### src/rtl/laser_guard_pkg.sv
package laser_guard_pkg;
  typedef enum logic [2:0] {
    ST_OFF      = 3'd0,
    ST_TURN_ON  = 3'd1,
    ST_BLANK    = 3'd2,
    ST_RUN      = 3'd3,
    ST_SHUTDOWN = 3'd4
  } lg_state_e;

  typedef struct packed {
    logic latch;
    logic dis;
    logic sup;
    logic ovr;
    logic unp;
    logic ovp;
  } lg_in_t;
endpackage

### src/rtl/lg_sync.sv
module lg_sync #(
  parameter int W      = 1,
  parameter int STAGES = 2
) (
  input  logic         clk_i,
  input  logic         rst_ni,
  input  logic [W-1:0] d_i,
  output logic [W-1:0] q_o
);
  logic [W-1:0] stg_q [STAGES];

  for (genvar s = 0; s < STAGES; s++) begin : g_stage
    always_ff @(posedge clk_i or negedge rst_ni) begin
      if (!rst_ni) stg_q[s] <= '0;
      else if (s == 0) stg_q[s] <= d_i;
      else stg_q[s] <= stg_q[(s == 0) ? 0 : s-1];
    end
  end

  assign q_o = stg_q[STAGES-1];
endmodule

### src/rtl/lg_timer.sv
module lg_timer #(
  parameter int CW = 8
) (
  input  logic          clk_i,
  input  logic          rst_ni,
  input  logic          load_i,
  input  logic [CW-1:0] load_val_i,
  output logic          zero_o
);
  logic [CW-1:0] cnt_q;

  always_ff @(posedge clk_i or negedge rst_ni) begin
    if (!rst_ni)            cnt_q <= '0;
    else if (load_i)        cnt_q <= load_val_i;
    else if (cnt_q != '0)   cnt_q <= cnt_q - 1'b1;
  end

  assign zero_o = (cnt_q == '0);
endmodule

### src/rtl/lg_fsm.sv
module lg_fsm
  import laser_guard_pkg::*;
#(
  parameter int ON_CYCLES    = 16,
  parameter int BLANK_CYCLES = 64,
  parameter int CW           = 8
) (
  input  logic          clk_i,
  input  logic          rst_ni,
  input  lg_in_t        in_s_i,
  input  logic          zero_i,
  output logic          load_o,
  output logic [CW-1:0] load_val_o,
  output lg_state_e     state_o,
  output logic          en_o,
  output logic          fault_o,
  output logic          fail_o
);
  localparam logic [CW-1:0] OnLoad    = CW'(ON_CYCLES - 1);
  localparam logic [CW-1:0] BlankLoad = CW'(BLANK_CYCLES - 1);

  lg_state_e st_q, st_d;
  logic      fault_q, fault_d, fail_q, fail_d;
  logic      run_ok, det_fault, det_fail;

  assign run_ok    = in_s_i.sup & ~in_s_i.dis;
  assign det_fault = in_s_i.ovp | in_s_i.ovr;
  assign det_fail  = in_s_i.unp;

  always_comb begin
    st_d       = st_q;
    load_o     = 1'b0;
    load_val_o = '0;
    fault_d    = fault_q;
    fail_d     = fail_q;
    unique case (st_q)
      ST_OFF: begin
        if (run_ok) begin
          st_d       = ST_TURN_ON;
          load_o     = 1'b1;
          load_val_o = OnLoad;
          fault_d    = 1'b0;
          fail_d     = 1'b0;
        end
      end
      ST_TURN_ON: begin
        fault_d = 1'b0;
        fail_d  = 1'b0;
        if (!run_ok) st_d = ST_OFF;
        else if (zero_i) begin
          st_d       = ST_BLANK;
          load_o     = 1'b1;
          load_val_o = BlankLoad;
        end
      end
      ST_BLANK: begin
        fault_d = 1'b0;
        fail_d  = 1'b0;
        if (!run_ok)     st_d = ST_OFF;
        else if (zero_i) st_d = ST_RUN;
      end
      ST_RUN: begin
        if (!run_ok) st_d = ST_OFF;
        else begin
          // both modes report live detections; only latching mode trips
          fault_d = det_fault;
          fail_d  = det_fail;
          if (in_s_i.latch && (det_fault || det_fail)) st_d = ST_SHUTDOWN;
        end
      end
      ST_SHUTDOWN: begin
        if (!run_ok) st_d = ST_OFF;
      end
      default: st_d = ST_OFF;
    endcase
  end

  always_ff @(posedge clk_i or negedge rst_ni) begin
    if (!rst_ni) begin
      st_q    <= ST_OFF;
      fault_q <= 1'b0;
      fail_q  <= 1'b0;
    end else begin
      st_q    <= st_d;
      fault_q <= fault_d;
      fail_q  <= fail_d;
    end
  end

  assign state_o = st_q;
  assign en_o    = (st_q == ST_BLANK) || (st_q == ST_RUN);
  assign fault_o = fault_q;
  assign fail_o  = fail_q;
endmodule

### src/rtl/laser_guard.sv
module laser_guard
  import laser_guard_pkg::*;
#(
  parameter int ON_CYCLES    = 16,
  parameter int BLANK_CYCLES = 1000,
  parameter int SYNC_STAGES  = 2
) (
  input  logic clk_i,
  input  logic rst_ni,
  input  logic over_pwr_i,
  input  logic under_pwr_i,
  input  logic over_ref_i,
  input  logic supply_ok_i,
  input  logic disable_i,
  input  logic latch_mode_i,
  output logic bias_en_o,
  output logic mod_en_o,
  output logic fault_o,
  output logic fail_o
);
  localparam int MaxLen = (ON_CYCLES > BLANK_CYCLES) ? ON_CYCLES : BLANK_CYCLES;
  localparam int CW     = $clog2(MaxLen + 1);
  localparam int InW    = $bits(lg_in_t);

  lg_in_t        in_raw, in_s;
  logic [InW-1:0] in_s_vec;
  logic          tmr_load, tmr_zero, en;
  logic [CW-1:0] tmr_val;
  lg_state_e     state_q;
  logic          lat_s;

  assign in_raw = '{latch: latch_mode_i, dis: disable_i, sup: supply_ok_i,
                    ovr: over_ref_i, unp: under_pwr_i, ovp: over_pwr_i};

  lg_sync #(.W(InW), .STAGES(SYNC_STAGES)) u_sync (
    .clk_i, .rst_ni, .d_i(in_raw), .q_o(in_s_vec)
  );
  assign in_s  = lg_in_t'(in_s_vec);
  assign lat_s = in_s.latch;

  lg_timer #(.CW(CW)) u_timer (
    .clk_i, .rst_ni, .load_i(tmr_load), .load_val_i(tmr_val), .zero_o(tmr_zero)
  );

  lg_fsm #(.ON_CYCLES(ON_CYCLES), .BLANK_CYCLES(BLANK_CYCLES), .CW(CW)) u_fsm (
    .clk_i, .rst_ni, .in_s_i(in_s), .zero_i(tmr_zero),
    .load_o(tmr_load), .load_val_o(tmr_val), .state_o(state_q),
    .en_o(en), .fault_o(fault_o), .fail_o(fail_o)
  );

  assign bias_en_o = en;
  assign mod_en_o  = en;
endmodule

### config.mk
export PLATFORM = sky130hd
export DESIGN_NAME = laser_guard
export DESIGN_NICKNAME = d
export VERILOG_FILES = /design/src/rtl/laser_guard_pkg.sv /design/src/rtl/lg_sync.sv /design/src/rtl/lg_timer.sv /design/src/rtl/lg_fsm.sv /design/src/rtl/laser_guard.sv
export SDC_FILE = /design/constraint.sdc
export NUM_CORES = 1
export LEC_CHECK = 0
export BUFFER_PORTS_ARGS = -buffer_cell sky130_fd_sc_hd__buf_4
export CORE_MARGIN = 1
export CORE_UTILIZATION = 50
export DETAILED_ROUTE_END_ITERATION = 8
export GPL_TIMING_DRIVEN = 0
export PLACE_DENSITY = 0.72
export SLEW_MARGIN = 20
export SYNTH_ARGS = -nofsm -noshare
export SYNTH_HDL_FRONTEND = slang
export SYNTH_HIERARCHICAL = 1
export SYNTH_SLANG_ARGS = --single-unit
### constraint.sdc
create_clock -name clk_i -period 4.25 [get_ports clk_i]
set_input_delay 0.425 -clock clk_i [delete_from_list [all_inputs] [get_ports clk_i]]
set_output_delay 0.425 -clock clk_i [all_outputs]
set_load 0.02 [all_outputs]
==> run_results.csv, run 1 <==
group,metric,value,unit
run_status,outcome,"finished, final reports clean",
yosys,async_flop_share,100,%
power_and_ir_drop,combPwrFrac,26.8,%
route,first_pass_iters,4,
clock_tree,cts_buffers,3,
yosys,syn-instance-count,132,
clock_tree,cts_tree,"built",
power_and_ir_drop,p_per_area,432,nW/µm²
worst_hold_path,min_path_type,"input port to register",
yosys,synth_area_leader_cell,"dfrtp_1",
yosys,ys_types,31,
power_and_ir_drop,pwr-share-seq,54.7,%
clock_tree,clock-sinks,27,
global_route,grt_pass1_wl,3.64,mm
yosys,synth_most_common_cell,"dfrtp_1",
yosys,postSynthAreaPerCell,10.0,µm²
route,viasPerCell,4.98,
power_and_ir_drop,p_int,0.426,mW
power_and_ir_drop,power.net_switching,0.215,mW
clock_tree,clk-insertion-delay-late,0.33,ns
critical_path,cp-endpoint,"u_timer/cnt_q[7]$_DFFE_PN0P_",
global_route,grt_pass1_vias,855,
critical_path,cp.required,4.49,ns
critical_path,cp-end-kind,"register",
critical_path,crit_path_start,"u_timer/cnt_q[3]$_DFFE_PN0P_",
critical_path,path_class,"register to register",
yosys,seq_area_frac_synth,51.1,%
clock_tree,clock_path_buffers,2,
flow_run,cap_viol_max_count,0,
die,dieArea,2850,µm²
timing,relSlewSlack,56.0,%
yosys,synth-xor-area-share,3.31,%
yosys,synth_edf_count,0,
timing,fin_crit_sh,68.1,%
yosys,netlist_top_cells_area,"dfrtp_1, buf_4, nor2_1",
critical_path,r2r_start,"u_timer/cnt_q[3]$_DFFE_PN0P_",
timing,hold_viol_final,0,
layout,area_delta_synth_final,12.2,%
global_route,grt_max_degree,28,
global_route,antenna_found_initial,0,
power_and_ir_drop,p_clk_share,18.5,%
critical_path,r2r-end,"u_timer/cnt_q[7]$_DFFE_PN0P_",
timing,period_needed,2.90,ns
timing,max_freq,0.345,GHz
placed_design,dp_cells,173,
critical_path,worst-r2r-cell-count,9,
yosys,synthMuxAreaShare,3.88,%
clock_tree,cts_root_buf,"clkbuf_4",
yosys,ys_warn_count,6,
clock_tree,cts-htree-levels,1,
layout,fill_cells,224,
layout,antenna_cells,0,
global_route,track_usage,18.3,%
yosys,synth_ff_type,"dfrtp_1",
layout,drive_above_1_share,24.3,%
timing,tns,0,ns
die,ioPinCount,12,
placed_design,preCtsSetupSlack,1.45,ns
power_and_ir_drop,p_leak,0.696,nW
yosys,synth_nets,141,
critical_path,ff2ff_setup_slack,1.35,ns
timing,finalMaxSlewViolations,0,
timing,setup_viol,0,
route,drt-initial-drc-count,9,
yosys,synth-compound-area-share,9.56,%
yosys,syn_area,1320,µm²
placed_design,dp_hpwl,1.52,mm
critical_path,worst_setup_path_start_kind,"register",
yosys,yosys-top-cells-count,"dfrtp_1, buf_4, nor2_1, nand2_1, a21oi_1",
die,fp-row-count,18,
timing,skew,0.00871,ns
yosys,synth_top_family_by_area,"simple AND/OR/NAND/NOR gates",
yosys,synth-simple-area-share,18.6,%
timing,fin_ws,1.35,ns
timing,worst_pin_slew,0.655,ns
die,die_x,53.4,µm
placed_design,port_buffers,11,
placed_design,globalplace.congestion,0.775,
layout,multi_input_area,483,µm²
critical_path,cp_data_arrival_time,3.13,ns
layout,seq_area,676,µm²
global_route,grt_overflow_total,0,
layout,final_cells,178,
route,drc,0,
timing,rsz0062_at_grt,"no",
route,wl_per_cell,11.8,µm
yosys,synth_top_area_share,51.1,%
power_and_ir_drop,irDropWorstVdd,0.000268,V
yosys,synth_adder_area_share,0.947,%
clock_tree,path_clk_slew,0.16,ns
layout,final_nets,158,
power_and_ir_drop,swShare,33.6,%
critical_path,worstPathMaxFanout,10,
yosys,ys_ff_latch,27,
route,antenna_left,0,
die,die_y,53.4,µm
route,vias,887,
route,routed_wl,2.10,mm
die,coreArea,2480,µm²
die,initial_utilization,53.3,%
flip-flops by register name, summed over array words and instances (netlist names):
name / flops
u_fsm/state_o: 3
u_timer/cnt_q: 10
u_sync/q_o: 6
u_fsm/fault_o: 1
u_fsm/fail_o: 1
u_sync/stg_q: 6
layout by cell type (no fill, tap or decap), types with 2 or more instances in the layout:
cell type,n
a211oi_1,2
a21oi_1,10
buf_4,26
clkbuf_1,2
clkbuf_4,3
dfrtp_1,27
inv_1,7
mux2i_1,4
nand2_1,11
nand2b_1,3
nand3_1,2
nor2_1,14
nor2b_1,4
nor3_1,7
o21ai_0,2
o22ai_1,2
o31ai_1,2
xnor2_1,2
xor2_1,3
per-layer routing:
layer	wire length, µm	share of wire, %	vias to the layer above	track usage, %
li1	-	-	459	-
met1	1060	50	408	24.3
met2	956	46	18	29.0
met3	65	3.1	2	3.45
met4	15	0.72	0	7.89
met5	0	0	-	0
layout make-up:
type,instances,area share [%]
Timing Repair Buffer,12,6.24
Clock inverter,1,0.591
Clock buffer,3,1.52
Buffer,19,9.20
Inverter,7,1.77
Sequential cell,27,45.6
Tap cell,30,2.53
Multi-Input combinational cell,79,32.6
worst min path at each step:
| stage | start | to | slack (ns) | cells past startpoint |
|---|---|---|---|---|
| after global routing | latch_mode_i | u_sync/stg_q[11]$_DFF_PN0_ | 0.15 | 1 |
| final | latch_mode_i | u_sync/stg_q[11]$_DFF_PN0_ | 0.18 | 1 |
| after CTS | latch_mode_i | u_sync/stg_q[11]$_DFF_PN0_ | 0.16 | 1 |
| after detailed placement | u_sync/stg_q[6]$_DFF_PN0_ | u_sync/q_o[0]$_DFF_PN0_ | 0.34 | 0 |
| after global placement | u_sync/stg_q[7]$_DFF_PN0_ | u_sync/q_o[1]$_DFF_PN0_ | 0.33 | 0 |
| after floorplan | rst_ni | u_fsm/fail_o$_DFFE_PN0P_ | 0.13 | 0 |
critical path: stages (launching register included):
cell and delay (ns):
dfrtp_1 0.48, nor4_4 0.38, nand3_1 0.25, inv_1 0.21, nor2b_1 0.07, nor3_1 0.41
clkbuf_1 0.34, inv_1 0.13, clkbuf_1 0.24, a211oi_1 0.28
power by group through the flow:
stage,registers [mW],logic [mW],clock network [mW]
after floorplan,0.346,0.136,0
after global placement,0.352,0.161,0
after detailed placement,0.356,0.169,0
after CTS,0.350,0.171,0.125
after global routing,0.358,0.192,0.134
final,0.350,0.172,0.119
per-stage QoR:
step	area (µm²)	hold slack (ns)	power, mW	util (%)
finish	1480	0.182	0.641	59.8
global placement	1440	0.333	0.513	58.2
floorplan	1320	0.129	0.481	-
CTS	1480	0.165	0.646	59.8
detailed placement	1440	0.336	0.525	58.2
global route	1480	0.151	0.685	59.8
cell families after synthesis:
family | after synthesis
AO/OA/AOI/OAI | 20
multiplexers | 5
flip-flops | 27
other | 1
AND/OR/NAND/NOR | 47
adder cells (fa/ha/maj) | 1
buffers and inverters | 26
XOR/XNOR | 5
what timing repair did:
| action | in CTS | in global routing |
|---|---|---|
| hold buffers | 1 | 0 |
| buffers inserted | 0 | 0 |
| gates resized for setup | 0 | 0 |
| setup endpoints to repair | 0 | 0 |
| endpoints found under the hold margin | 27 | 0 |
No activity file was read; power rests on OpenSTA's default activity.
==> inputs of run 2 (changes only) <==
--- a/config.mk
+++ b/config.mk
@@ -5,12 +5,13 @@
 export SDC_FILE = /design/constraint.sdc
 export NUM_CORES = 1
 export LEC_CHECK = 0
+export ABC_AREA = 1
 export BUFFER_PORTS_ARGS = -buffer_cell sky130_fd_sc_hd__buf_4
 export CORE_MARGIN = 1
 export CORE_UTILIZATION = 50
 export DETAILED_ROUTE_END_ITERATION = 8
 export GPL_TIMING_DRIVEN = 0
-export PLACE_DENSITY = 0.72
+export PLACE_DENSITY = 0.74
 export SLEW_MARGIN = 20
 export SYNTH_ARGS = -nofsm -noshare
 export SYNTH_HDL_FRONTEND = slang
==> constraint.sdc (replaced) <==
create_clock -name clk_i -period 2.6 [get_ports clk_i]
set_input_delay 0.26 -clock clk_i [delete_from_list [all_inputs] [get_ports clk_i]]
set_output_delay 0.26 -clock clk_i [all_outputs]
set_load 0.02 [all_outputs]
==> run_results.csv, run 2 <==
group,metric,value,unit
run_status,outcome,"finished, final reports clean",
die,die_x,56.8,µm
route,drc,0,
yosys,synthMuxAreaShare,0,%
timing,finalMaxSlewViolations,0,
die,coreArea,2810,µm²
critical_path,worstPathMaxFanout,8,
yosys,seq_area_frac_synth,45.0,%
yosys,synth_top_family_by_area,"simple AND/OR/NAND/NOR gates",
yosys,synth_top_area_share,45.0,%
layout,final_cells,235,
placed_design,port_buffers,11,
global_route,grt_max_degree,28,
yosys,ys_types,26,
layout,top_register,"u_timer/cnt_q",
layout,seq_area,676,µm²
yosys,ys_warn_count,6,
yosys,synth_nets,191,
timing,max_freq,0.435,GHz
layout,layout_common_cells,"nand2_1, dfrtp_1, buf_4",
route,viasPerCell,4.92,
power_and_ir_drop,p_leak,0.874,nW
die,dieArea,3230,µm²
worst_hold_path,min_path_type,"input port to asynchronous set/reset pin",
layout,largest_reg_flops,10,
yosys,synth-compound-area-share,4.91,%
timing,skew,0.00391,ns
clock_tree,clk-insertion-delay-late,0.33,ns
clock_tree,clock_path_buffers,2,
critical_path,cp_data_arrival_time,2.55,ns
power_and_ir_drop,pwr-share-seq,39.1,%
power_and_ir_drop,swShare,44.6,%
global_route,antenna_found_initial,0,
clock_tree,cts_tree,"built",
yosys,synth_edf_count,0,
yosys,synth_adder_area_share,0.833,%
layout,final_common_cell,"nand2_1",
clock_tree,cts_root_buf,"clkbuf_4",
route,first_pass_iters,4,
global_route,grt_pass1_wl,4.62,mm
timing,fin_crit_sh,88.3,%
timing,setup_viol,0,
critical_path,worst_setup_path_start_kind,"register",
yosys,postSynthAreaPerCell,8.26,µm²
power_and_ir_drop,p_per_area,921,nW/µm²
route,wl_per_cell,11.1,µm
yosys,syn-instance-count,182,
clock_tree,cts-htree-levels,1,
route,routed_wl,2.62,mm
layout,fill_cells,245,
layout,area_delta_synth_final,15.7,%
yosys,async_flop_share,100,%
timing,period_needed,2.30,ns
layout,drive_above_1_share,28.4,%
timing,hold_viol_final,0,
global_route,grt_overflow_total,0,
route,vias,1157,
flow_run,cap_viol_max_count,0,
die,fp-row-count,19,
critical_path,worst-r2r-cell-count,12,
yosys,netlist_top_cells_area,"dfrtp_1, nand2_1, buf_4",
critical_path,cp-end-kind,"register",
timing,tns,0,ns
critical_path,path_class,"register to register",
power_and_ir_drop,power.net_switching,0.715,mW
route,maxUsedRoutingLayer,"met4",
yosys,synth_ff_type,"dfrtp_1",
die,initial_utilization,53.6,%
clock_tree,path_clk_slew,0.16,ns
yosys,synth-xor-area-share,1.75,%
power_and_ir_drop,combPwrFrac,48.5,%
die,ioPinCount,12,
yosys,synth_most_common_cell,"nand2_1",
die,die_y,56.8,µm
power_and_ir_drop,irDropWorstVdd,0.000464,V
global_route,grt_pass1_vias,1098,
power_and_ir_drop,p_int,0.887,mW
layout,final_nets,214,
placed_design,globalplace.congestion,0.865,
clock_tree,clock-sinks,27,
route,wl_met2,1.27,mm
yosys,synth-simple-area-share,34.7,%
placed_design,dp_hpwl,1.89,mm
route,wl_met3,111,µm
critical_path,cp.required,2.85,ns
global_route,track_usage,18.5,%
yosys,ys_ff_latch,27,
placed_design,dp_cells,224,
route,antenna_left,0,
timing,rsz0062_at_grt,"no",
route,drt-initial-drc-count,30,
route,m1WireLength,1.21,mm
layout,antenna_cells,0,
yosys,yosys-top-cells-count,"nand2_1, dfrtp_1, nor2_1, inv_1, buf_4",
yosys,synth_area_leader_cell,"dfrtp_1",
clock_tree,cts_buffers,3,
layout,multi_input_area,652,µm²
power_and_ir_drop,p_clk_share,12.4,%
yosys,syn_area,1500,µm²
run 2: changes by cell type in the layout (fill, tap and decap cells not counted), sizes merged, moves of 3 or more:
cell	before	now
a21oi	10	1
dlygate4sd3	1	7
inv	8	20
mux2i	4	0
nand2	11	51
nand2b	3	0
nand3	2	7
nand3b	0	3
nand4	0	6
nor2	14	32
nor2b	4	0
nor3	7	1
o21ai	2	11
run 2: power by group through the flow:
stage	Clock, mW	Sequential (mW)	Combinational, mW
after floorplan	0	0.619	0.595
after global placement	0	0.631	0.714
after detailed placement	0	0.634	0.747
after CTS	0.205	0.625	0.759
after global routing	0.224	0.640	0.882
final	0.198	0.627	0.778
run 2: cells by family (layout without fill, tap and decap cells):
group,count (synthesis),count (layout)
AND/OR/NAND/NOR,101,101
buffers and inverters,35,57
flip-flops,27,27
AO/OA/AOI/OAI,14,14
XOR/XNOR,3,3
adder cells (fa/ha/maj),1,1
other,1,1
run 2: repair_timing:
action | CTS | global route
setup buffers | 0 | 0
pin swaps | 0 | 0
hold buffers | 1 | 6
setup endpoints to repair | 1 | 2
endpoints found under the hold margin | 27 | 6
gates resized for setup | 1 | 1
run 2: through the flow:
step / utilization (%) / cell area [µm²] / power [mW] / hold slack (ns) / worst slack [ns]
after CTS: 59.6 / 1670 / 1.59 / 0.00491 / 0.209
after floorplan: - / 1500 / 1.21 / -0.0356 / 0.408
after global routing: 62.0 / 1740 / 1.75 / 0.353 / 0.0173
final: 62.0 / 1740 / 1.60 / 0.343 / 0.303
after global placement: 57.9 / 1620 / 1.35 / 0.189 / 0.0144
after detailed placement: 57.9 / 1620 / 1.38 / 0.193 / 0.00230
run 2: metal layers:
layer | GRT usage [%] | up-vias
met5 | 0 | -
met3 | 2.30 | 4
met2 | 30.8 | 28
met1 | 24.3 | 530
met4 | 8.01 | 0
li1 | - | 595
run 2: critical path, cell delays in order, from the launching register on:
cell and delay (ns):
dfrtp_1 0.40, inv_1 0.13, ha_1 0.23, inv_1 0.06
nor2_2 0.16, nand4_2 0.12, nor2_2 0.14, inv_1 0.10
o22ai_4 0.24, inv_1 0.21, or2_2 0.31, nand2_1 0.07
nor2_1 0.03
run 2: final timing paths:
| kind | end | slack (ns) | from |
|---|---|---|---|
| hold reg to reg | u_sync/q_o[3]$_DFF_PN0_ | 0.36 | u_sync/stg_q[9]$_DFF_PN0_ |
| setup / recovery | u_timer/cnt_q[8]$_DFFE_PN0P_ | 0.30 | u_timer/cnt_q[0]$_DFFE_PN0P_ |
| min in group clk_i | u_sync/q_o[3]$_DFF_PN0_ | 0.36 | u_sync/stg_q[9]$_DFF_PN0_ |
| max in group asynchronous | u_sync/q_o[4]$_DFF_PN0_ | 2.01 | rst_ni |
| hold / removal | u_fsm/state_o[2]$_DFFE_PN0P_ | 0.34 | rst_ni |
| setup reg to reg | u_timer/cnt_q[8]$_DFFE_PN0P_ | 0.30 | u_timer/cnt_q[0]$_DFFE_PN0P_ |
run 2: layout make-up:
type	count	share of cell area, %
plain buffers	16	6.76
clock buffers	3	1.29
clock inverters	1	0.504
inverters	19	4.10
multi-input cells	120	37.5
flip-flops and latches	27	38.8
well taps	31	2.23
repair buffers	18	8.78
==> inputs of run 3 (changes only) <==
--- a/config.mk
+++ b/config.mk
@@ -11,8 +11,7 @@
 export CORE_UTILIZATION = 50
 export DETAILED_ROUTE_END_ITERATION = 8
 export GPL_TIMING_DRIVEN = 0
-export PLACE_DENSITY = 0.74
-export SLEW_MARGIN = 20
+export PLACE_DENSITY = 0.75
 export SYNTH_ARGS = -nofsm -noshare
 export SYNTH_HDL_FRONTEND = slang
 export SYNTH_HIERARCHICAL = 1
==> run_results.csv, run 3 (synthesis results as in run 2) <==
group,metric,value,unit
critical_path,cp_data_arrival_time,2.61,ns
clock_tree,clock_path_buffers,2,
critical_path,path_class,"register to register",
layout,final_common_cell,"nand2_1",
layout,area_delta_synth_final,15.2,%
clock_tree,cts_setup_buffers,0,
layout,layout_common_cells,"nand2_1, dfrtp_1, buf_4",
critical_path,cp.required,2.85,ns
timing,max_freq,0.423,GHz
power_and_ir_drop,irDropWorstVdd,0.000520,V
global_route,grt_max_degree,28,
route,viasPerCell,4.91,
timing,period_needed,2.37,ns
layout,antenna_cells,0,
die,die_y,56.8,µm
timing,tns,0,ns
power_and_ir_drop,p_per_area,917,nW/µm²
die,dieArea,3230,µm²
die,coreArea,2810,µm²
critical_path,critical-path-top-delay-family,"simple AND/OR/NAND/NOR gates",
power_and_ir_drop,total_power,1.59,mW
critical_path,cp-end-kind,"register",
clock_tree,cts-htree-levels,1,
critical_path,worst_setup_path_start_kind,"register",
power_and_ir_drop,p_leak,0.873,nW
layout,multi_input_area,644,µm²
global_route,track_usage,18.6,%
route,routed_wl,2.63,mm
global_route,antenna_found_initial,0,
die,initial_utilization,53.6,%
timing,rsz0062_at_grt,"no",
route,antenna_left,0,
critical_path,path_cells,"inv_1 -> ha_1 -> inv_1 -> nor2_2 -> nand4_2 -> nor2_2 -> inv_1 -> o22ai_2 -> inv_1 -> or2_2 -> nand2_1 -> nor2_1",
die,fp-row-count,19,
critical_path,path_common_cell,"inv_1",
clock_tree,cts_tree,"built",
timing,skew,0.0114,ns
critical_path,crit_path_max_incr_delay,0.41,ns
timing,finalMaxSlewViolations,0,
timing,hold_viol_final,0,
clock_tree,cts_root_buf,"clkbuf_4",
layout,seq_area,676,µm²
layout,final_nets,214,
clock_tree,clk-insertion-delay-late,0.33,ns
critical_path,crit_path_top_delay_cell,"dfrtp_1",
layout,drive_above_1_share,28.4,%
global_route,grt_pass1_wl,4.64,mm
critical_path,worstPathMaxFanout,8,
worst_hold_path,min_path_type,"input port to asynchronous set/reset pin",
clock_tree,cts_buffers,3,
run_status,outcome,"finished with violations",
placed_design,preCtsSetupSlack,0.0155,ns
flow_run,cap_viol_max_count,0,
clock_tree,path_clk_slew,0.16,ns
route,drc,2,
placed_design,port_buffers,11,
clock_tree,clock-sinks,27,
layout,top_register,"u_timer/cnt_q",
route,vias,1155,
route,wl_per_cell,11.2,µm
die,die_x,56.8,µm
route,first_pass_iters,6,
route,drt-initial-drc-count,50,
layout,fill_cells,247,
die,ioPinCount,12,
timing,fin_crit_sh,91.0,%
timing,setup_viol,0,
critical_path,critPathBufInv,4,
placed_design,dp_hpwl,1.97,mm
global_route,grt_overflow_total,0,
critical_path,ff2ff_setup_slack,0.23,ns
run_status,violations,"DRC",
layout,largest_reg_flops,10,
global_route,grt_pass1_vias,1096,
placed_design,globalplace.congestion,0.875,
timing,fin_ws,0.234,ns
[run 3: cell counts in the layout (fill, tap and decap cells not counted)]
No cell type changed its count.
[run 3: per-stage QoR]
step	cells	utilization, %	instance area, µm²	hold slack, ns
after floorplan	182	-	1500	-0.0356
after global placement	224	57.9	1620	0.186
after detailed placement	224	57.9	1620	0.192
after CTS	229	59.6	1670	0.00695
after global routing	235	61.7	1730	0.361
final	235	61.7	1730	0.343
[run 3: routing by layer]
| metal | GRT usage [%] | share of wire, % | vias to the layer above |
|---|---|---|---|
| li1 | - | - | 598 |
| met1 | 23.0 | 47 | 536 |
| met2 | 32.5 | 49 | 17 |
| met3 | 3.46 | 2.4 | 4 |
| met4 | 6.62 | 1.2 | 0 |
| met5 | 0 | 0 | - |
[run 3: path summary, 6_finish.rpt]
path	endpoint	depth (start not counted)	from
max	u_timer/cnt_q[8]$_DFFE_PN0P_	12	u_timer/cnt_q[0]$_DFFE_PN0P_
min	u_fsm/state_o[0]$_DFFE_PN0P_	2	rst_ni
max reg2reg	u_timer/cnt_q[8]$_DFFE_PN0P_	12	u_timer/cnt_q[0]$_DFFE_PN0P_
min reg2reg	u_sync/q_o[3]$_DFF_PN0_	0	u_sync/stg_q[9]$_DFF_PN0_
max in group asynchronous	u_timer/cnt_q[4]$_DFFE_PN0P_	2	rst_ni
min in group clk_i	u_sync/q_o[3]$_DFF_PN0_	0	u_sync/stg_q[9]$_DFF_PN0_
[run 3: report_power, final]
part           total (mW)  switching (mW)  internal [mW]
clock               0.194           0.131         0.0627
combinational       0.766           0.464          0.302
sequential          0.628           0.108          0.521
[run 3: timing repair]
item	4_1_cts	5_1_grt
setup endpoints to repair	1	0
gates resized for setup	1	0
hold buffers	1	6
hold endpoints to repair	27	6
[run 3: area by class of cell]
type / count / area share [%]
Sequential cell: 27 / 39.0
Multi-Input combinational cell: 120 / 37.2
Clock inverter: 1 / 0.506
Buffer: 16 / 6.79
Clock buffer: 3 / 1.30
Tap cell: 31 / 2.24
Inverter: 19 / 4.12
Timing Repair Buffer: 18 / 8.82
